--- src/rtl/por_seq_pkg.sv ---
package por_seq_pkg;
  typedef enum logic [1:0] {
    MODE_FUNC  = 2'b00,
    MODE_SCAN  = 2'b01,
    MODE_MBIST = 2'b10,
    MODE_DUMP  = 2'b11
  } chip_mode_e;

  typedef enum logic [1:0] {
    ST_HOLD,
    ST_LOCK,
    ST_REL,
    ST_RUN
  } rel_state_e;

  localparam int NUM_MODES = 4;
endpackage

--- src/rtl/por_sync.sv ---
module por_sync #(
  parameter int STAGES = 2
) (
  input  logic clk_i,
  input  logic arst_n_i,
  input  logic d_i,
  output logic q_o
);
  logic [STAGES-1:0] stage_q;

  generate
    for (genvar g = 0; g < STAGES; g++) begin : g_stage
      if (g == 0) begin : g_first
        always_ff @(posedge clk_i or negedge arst_n_i) begin
          if (!arst_n_i) stage_q[0] <= 1'b0;
          else           stage_q[0] <= d_i;
        end
      end else begin : g_next
        always_ff @(posedge clk_i or negedge arst_n_i) begin
          if (!arst_n_i) stage_q[g] <= 1'b0;
          else           stage_q[g] <= stage_q[g-1];
        end
      end
    end
  endgenerate

  assign q_o = stage_q[STAGES-1];
endmodule

--- src/rtl/por_strap_latch.sv ---
module por_strap_latch
  import por_seq_pkg::*;
#(
  parameter int          XLEN       = 32,
  parameter int          RATIO_W    = 3,
  parameter int          SEL_W      = 2,
  parameter logic [XLEN-1:0] VEC_BASE   = '0,
  parameter logic [XLEN-1:0] VEC_STRIDE = '0
) (
  input  logic               clk_i,
  input  logic               pwr_good_i,
  input  logic               pg_sync_i,
  input  logic [1:0]         mode_strap_i,
  input  logic               boot_bypass_i,
  input  logic [RATIO_W-1:0] clk_ratio_strap_i,
  input  logic [SEL_W-1:0]   vec_sel_strap_i,
  output logic               early_rst_o,
  output logic [1:0]         chip_mode_o,
  output logic [NUM_MODES-1:0] mode_onehot_o,
  output logic               pll_bypass_o,
  output logic [RATIO_W-1:0] clk_ratio_o,
  output logic [XLEN-1:0]    reset_vector_o
);
  logic take;
  assign take = early_rst_o && pg_sync_i;

  always_ff @(posedge clk_i or negedge pwr_good_i) begin
    if (!pwr_good_i) begin
      early_rst_o    <= 1'b1;
      chip_mode_o    <= MODE_FUNC;
      pll_bypass_o   <= 1'b0;
      clk_ratio_o    <= '0;
      reset_vector_o <= '0;
    end else if (take) begin
      early_rst_o    <= 1'b0;
      chip_mode_o    <= mode_strap_i;
      pll_bypass_o   <= boot_bypass_i;
      clk_ratio_o    <= clk_ratio_strap_i;
      reset_vector_o <= VEC_BASE + VEC_STRIDE * XLEN'(vec_sel_strap_i);
    end
  end

  generate
    for (genvar m = 0; m < NUM_MODES; m++) begin : g_dec
      always_ff @(posedge clk_i or negedge pwr_good_i) begin
        if (!pwr_good_i) mode_onehot_o[m] <= 1'b0;
        else if (take)   mode_onehot_o[m] <= (mode_strap_i == 2'(m));
      end
    end
  endgenerate
endmodule

--- src/rtl/por_release_seq.sv ---
module por_release_seq
  import por_seq_pkg::*;
#(
  parameter int LOCK_WAIT = 16
) (
  input  logic clk_i,
  input  logic pwr_good_i,
  input  logic early_rst_i,
  input  logic bypass_i,
  input  logic lock_sync_i,
  output logic sys_rst_o
);
  localparam int CNT_W = $clog2(LOCK_WAIT + 1);
  localparam logic [CNT_W-1:0] CNT_LAST = CNT_W'(LOCK_WAIT - 1);

  rel_state_e       state_q;
  logic [CNT_W-1:0] cnt_q;

  always_ff @(posedge clk_i or negedge pwr_good_i) begin
    if (!pwr_good_i) begin
      state_q   <= ST_HOLD;
      cnt_q     <= '0;
      sys_rst_o <= 1'b1;
    end else begin
      case (state_q)
        ST_HOLD: if (!early_rst_i) state_q <= bypass_i ? ST_REL : ST_LOCK;
        ST_LOCK: begin
          if (!lock_sync_i)          cnt_q   <= '0;
          else if (cnt_q == CNT_LAST) state_q <= ST_REL;
          else                       cnt_q   <= cnt_q + 1'b1;
        end
        ST_REL: begin
          sys_rst_o <= 1'b0;
          state_q   <= ST_RUN;
        end
        default: state_q <= ST_RUN;
      endcase
    end
  end
endmodule

--- src/rtl/por_mode_seq.sv ---
module por_mode_seq
  import por_seq_pkg::*;
#(
  parameter int          XLEN       = 32,
  parameter int          RATIO_W    = 3,
  parameter int          SEL_W      = 2,
  parameter int          LOCK_WAIT  = 16,
  parameter logic [XLEN-1:0] VEC_BASE   = 32'h0000_1000,
  parameter logic [XLEN-1:0] VEC_STRIDE = 32'h0000_0100
) (
  input  logic               clk_ref_i,
  input  logic               pwr_good_i,
  input  logic [1:0]         mode_strap_i,
  input  logic               boot_bypass_i,
  input  logic [RATIO_W-1:0] clk_ratio_strap_i,
  input  logic [SEL_W-1:0]   vec_sel_strap_i,
  input  logic               pll_locked_i,
  output logic               early_rst_o,
  output logic               sys_rst_o,
  output logic [1:0]         chip_mode_o,
  output logic [3:0]         mode_onehot_o,
  output logic               pll_bypass_o,
  output logic [RATIO_W-1:0] clk_ratio_o,
  output logic [XLEN-1:0]    reset_vector_o
);
  logic pg_sync;
  logic lock_sync;

  por_sync #(.STAGES(2)) i_pg_sync (
    .clk_i(clk_ref_i), .arst_n_i(pwr_good_i), .d_i(1'b1), .q_o(pg_sync)
  );

  por_sync #(.STAGES(2)) i_lock_sync (
    .clk_i(clk_ref_i), .arst_n_i(pwr_good_i), .d_i(pll_locked_i), .q_o(lock_sync)
  );

  por_strap_latch #(
    .XLEN(XLEN), .RATIO_W(RATIO_W), .SEL_W(SEL_W),
    .VEC_BASE(VEC_BASE), .VEC_STRIDE(VEC_STRIDE)
  ) i_latch (
    .clk_i(clk_ref_i),
    .pwr_good_i(pwr_good_i),
    .pg_sync_i(pg_sync),
    .mode_strap_i(mode_strap_i),
    .boot_bypass_i(boot_bypass_i),
    .clk_ratio_strap_i(clk_ratio_strap_i),
    .vec_sel_strap_i(vec_sel_strap_i),
    .early_rst_o(early_rst_o),
    .chip_mode_o(chip_mode_o),
    .mode_onehot_o(mode_onehot_o),
    .pll_bypass_o(pll_bypass_o),
    .clk_ratio_o(clk_ratio_o),
    .reset_vector_o(reset_vector_o)
  );

  por_release_seq #(.LOCK_WAIT(LOCK_WAIT)) i_rel (
    .clk_i(clk_ref_i),
    .pwr_good_i(pwr_good_i),
    .early_rst_i(early_rst_o),
    .bypass_i(pll_bypass_o),
    .lock_sync_i(lock_sync),
    .sys_rst_o(sys_rst_o)
  );
endmodule

--- config.mk ---
export PLATFORM = sky130hd
export DESIGN_NAME = por_mode_seq
export DESIGN_NICKNAME = d
export VERILOG_FILES = /design/src/rtl/por_seq_pkg.sv /design/src/rtl/por_sync.sv /design/src/rtl/por_strap_latch.sv /design/src/rtl/por_release_seq.sv /design/src/rtl/por_mode_seq.sv
export SDC_FILE = /design/constraint.sdc
export NUM_CORES = 1
export LEC_CHECK = 0
export BUFFER_PORTS_ARGS = -buffer_cell sky130_fd_sc_hd__buf_2
export CAP_MARGIN = 10
export CORE_MARGIN = 2
export CORE_UTILIZATION = 32
export DETAILED_ROUTE_END_ITERATION = 12
export GPL_TIMING_DRIVEN = 0
export PLACE_DENSITY = 0.66
export RECOVER_POWER = 100
export SYNTH_ARGS = -nofsm -noshare
export SYNTH_HDL_FRONTEND = slang
export SYNTH_SLANG_ARGS = --single-unit
--- constraint.sdc ---
create_clock -name clk_ref_i -period 2.36 [get_ports clk_ref_i]
set_input_delay 0 -clock clk_ref_i [delete_from_list [all_inputs] [get_ports clk_ref_i]]
set_output_delay 0 -clock clk_ref_i [all_outputs]
set_load 0.005 [all_outputs]
==> impl_metrics.yaml <==
critical_path:
  r2r-start: "i_latch.early_rst_o"
  criticalPathCategory: "reg2reg"
  crit_fanout: 10
  rr_worst_depth: 4
  r2r_end: "i_latch.mode_onehot_o[0]"
  cp-start-kind: "flip-flop"
  cp.arrival_ns: 2.20
  end_kind: "flip-flop"
  cp.required_ns: 2.58
  reg2reg_slack_ns: 0.38
global_route:
  grt_pass1_wl_um: 3540
  groute.usage.overall_pct: 10.7
  grt_util_met3_pct: 2.53
  grt_most_used_layer: "met2"
  grt_overflow: 0
  grt_use_met1_pct: 12.7
  antenna_found_initial: 0
  grt_max_degree: 27
  grt_pass1_vias: 819
  met2_usage_pct: 18.1
clock_network:
  clk-insertion-delay-late_ns: 0.27
  cts-root-buf: "clkbuf_8"
  cts_tree: "yes"
  cts_made_buffers: 3
  clockBufferDepth: 2
  clock-sinks: 26
  htreeDepth: 1
  clk_pin_slew_worst_paths_ns: 0.09
  post_cts_buffers: 0
synth:
  syn_avg_cell_area_um2: 11.5
  synth_cell_types: 31
  synth.ff_latch_count: 26
  synth_cells: 110
  synth.yosys.seq_area_share_pct: 51.6
  synth_warnings: 0
  netlist_area_um2: 1260
place:
  gp_congestion: 0.781
  place_hpwl_um: 1540
  io_buffer_count: 25
  dp_slack_ns: 0.469
worst_hold_path:
  min_to: "i_lock_sync.q_o"
  worst_hold_startpoint: "i_lock_sync.stage_q[0]"
  hold_class: "reg2reg"
  hold_depth: 0
timing:
  fin_crit_ns: 1.98
  setup_slack_ns: 0.376
  skew_ns: 0.00641
  slew_headroom_pct: 9.64
  fmax_mhz: 504
  fin_setup_tns_ns: 0
  tightest_slew_ns: 1.36
  rsz0062_at_grt: "false"
  fin_crit_sh_pct: 84.1
  slew_viol_final: 0
  timing.final.hold_violations: 0
  setup_viol: 0
pwr:
  switching_power_w: 0.000217
  power_leakage_nw: 0.869
  powerDensity_nw_per_um2: 580
  p_clk_share_pct: 36.7
  intPower_w: 0.000779
  vdd_ir_drop_max_uv: 393
  sw_frac_of_total_pct: 21.8
  sequentialPowerShare_pct: 50.1
  p_comb_share_pct: 13.3
routing:
  first_pass_iters: 4
  drt-total-wl_um: 2120
  wl_per_cell_um: 9.37
  postRouteAntennaNets: 0
  drc: 0
  drtIter0Drc: 13
  vias: 888
  vias_per_cell: 3.93
final_layout:
  drive_gt1_share_pct: 32.6
  nets: 192
  syn_to_final_growth_pct: 35.9
  final_common_cell: "conb_1"
  antenna_cells: 0
  num-fill-cells: 362
  layout_common_cells: "conb_1 (30), buf_4 (29), dfrtp_1 (24)"
outcome:
  status: "finished clean"
floorplanning:
  start_util_pct: 33.8
  pin_count: 55
  row_count: 22
  core_area_um2: 3740
  die_area_um2: 4470
  die_x_um: 66.9
  die_y_um: 66.9
job:
  max_cap_viol_count: 0
[stage by stage]
step           instances  util, %  total power [W]  cell area [um^2]  hold WS [ns]
2_1_floorplan        138        -         0.000590              1370        -0.296
3_3_place_gp         211     41.5         0.000625              1560        0.0263
3_5_place_dp         211     41.5         0.000629              1560        0.0259
4_1_cts              226     46.4          0.00101              1740         0.250
5_1_grt              226     45.9          0.00106              1720         0.371
6_report             226     45.9         0.000997              1720         0.352
[synth_stat cells]
library cell	n	area (um^2)
ha_1	2	25.0
o211ai_1	1	7.51
a311o_1	1	10.0
clkbuf_1	1	3.75
nand2_1	9	33.8
mux2i_1	1	10.0
nand2b_2	1	8.76
a21boi_0	1	7.51
a211o_1	1	8.76
or4b_1	1	10.0
nor3b_2	1	12.5
buf_2	1	5.00
inv_1	2	7.51
a22o_1	3	26.3
dfstp_2	2	52.6
conb_1	2	7.51
nor3_1	1	5.00
and3_1	1	6.26
nor2b_1	1	6.26
nand3_1	3	15.0
a21oi_1	1	5.00
nand2b_1	4	25.0
dfrtp_1	24	601
o21ai_1	3	15.0
mux2_2	7	78.8
nand3b_1	1	7.51
nor3b_1	1	7.51
buf_4	29	218
o31ai_1	1	7.51
mux2_1	2	22.5
nand4b_1	1	8.76
[sequential cells by signal (all words and copies together), names as in the netlist, 2 cells and up]
| name | count |
|---|---|
| i_rel.state_q | 2 |
| i_latch.chip_mode_o | 2 |
| i_latch.mode_onehot_o | 4 |
| i_rel.cnt_q | 5 |
| i_latch.clk_ratio_o | 3 |
| i_latch.reset_vector_o | 3 |
[worst max-delay path by stage]
stage | slack (ns) | startpoint | endpoint
after floorplan | 0.58 | i_rel.cnt_q[0] | i_rel.cnt_q[3]
after global placement | 0.48 | i_rel.cnt_q[0] | i_rel.cnt_q[3]
after detailed placement | 0.47 | i_rel.cnt_q[0] | i_rel.cnt_q[3]
after CTS | 0.46 | i_rel.cnt_q[0] | i_rel.cnt_q[3]
after global routing | 0.24 | i_latch.early_rst_o | i_latch.mode_onehot_o[0]
final | 0.38 | i_latch.early_rst_o | i_latch.mode_onehot_o[0]
[final cells by class]
cell class | instances | area (um^2) | area share, %
sequential | 26 | 653 | 38.0
multi-input combinational | 79 | 478 | 27.8
buffer | 31 | 225 | 13.1
timing repair buffer | 36 | 224 | 13.0
tap | 48 | 60.1 | 3.49
clock buffer | 3 | 41.3 | 2.40
clock inverter | 1 | 30.0 | 1.75
inverter | 2 | 7.51 | 0.437
[repair_timing]
item	in CTS	in global routing
hold buffers	11	0
resized for setup	0	0
endpoints found under the hold margin	35	0
[power by group through the flow]
stage                     Clock, W  Combinational [W]  Sequential [W]
after global routing      0.000397           0.000153        0.000505
after detailed placement         0           0.000121        0.000508
after CTS                 0.000379           0.000133        0.000499
final                     0.000366           0.000132        0.000499
after global placement           0           0.000118        0.000506
after floorplan                  0          0.0000876        0.000503
[kinds of logic after synthesis]
kind of cell             Yosys count  synth area share (%)
AO/OA/AOI/OAI                     12                  6.92
adder cells (fa/ha/maj)            2                  1.98
buffers and inverters             33                  18.5
flip-flops                        26                  51.6
multiplexers                      10                  8.80
other                              2                 0.594
AND/OR/NAND/NOR                   25                  11.6
[worst max-delay path, cell delays in order, from the launching register on]
cell and delay, ns:
dfstp_1 0.59, nand2_1 0.24, clkbuf_1 0.29, o31ai_1 0.23, dlygate4sd3_1 0.57
[routing by layer]
layer / wire length, um / up-vias
li1: - / 449
met1: 892 / 390
met2: 986 / 45
met3: 197 / 4
met4: 42 / 0
met5: 0 / -
Note: power is estimated with default switching activity, not from simulation.
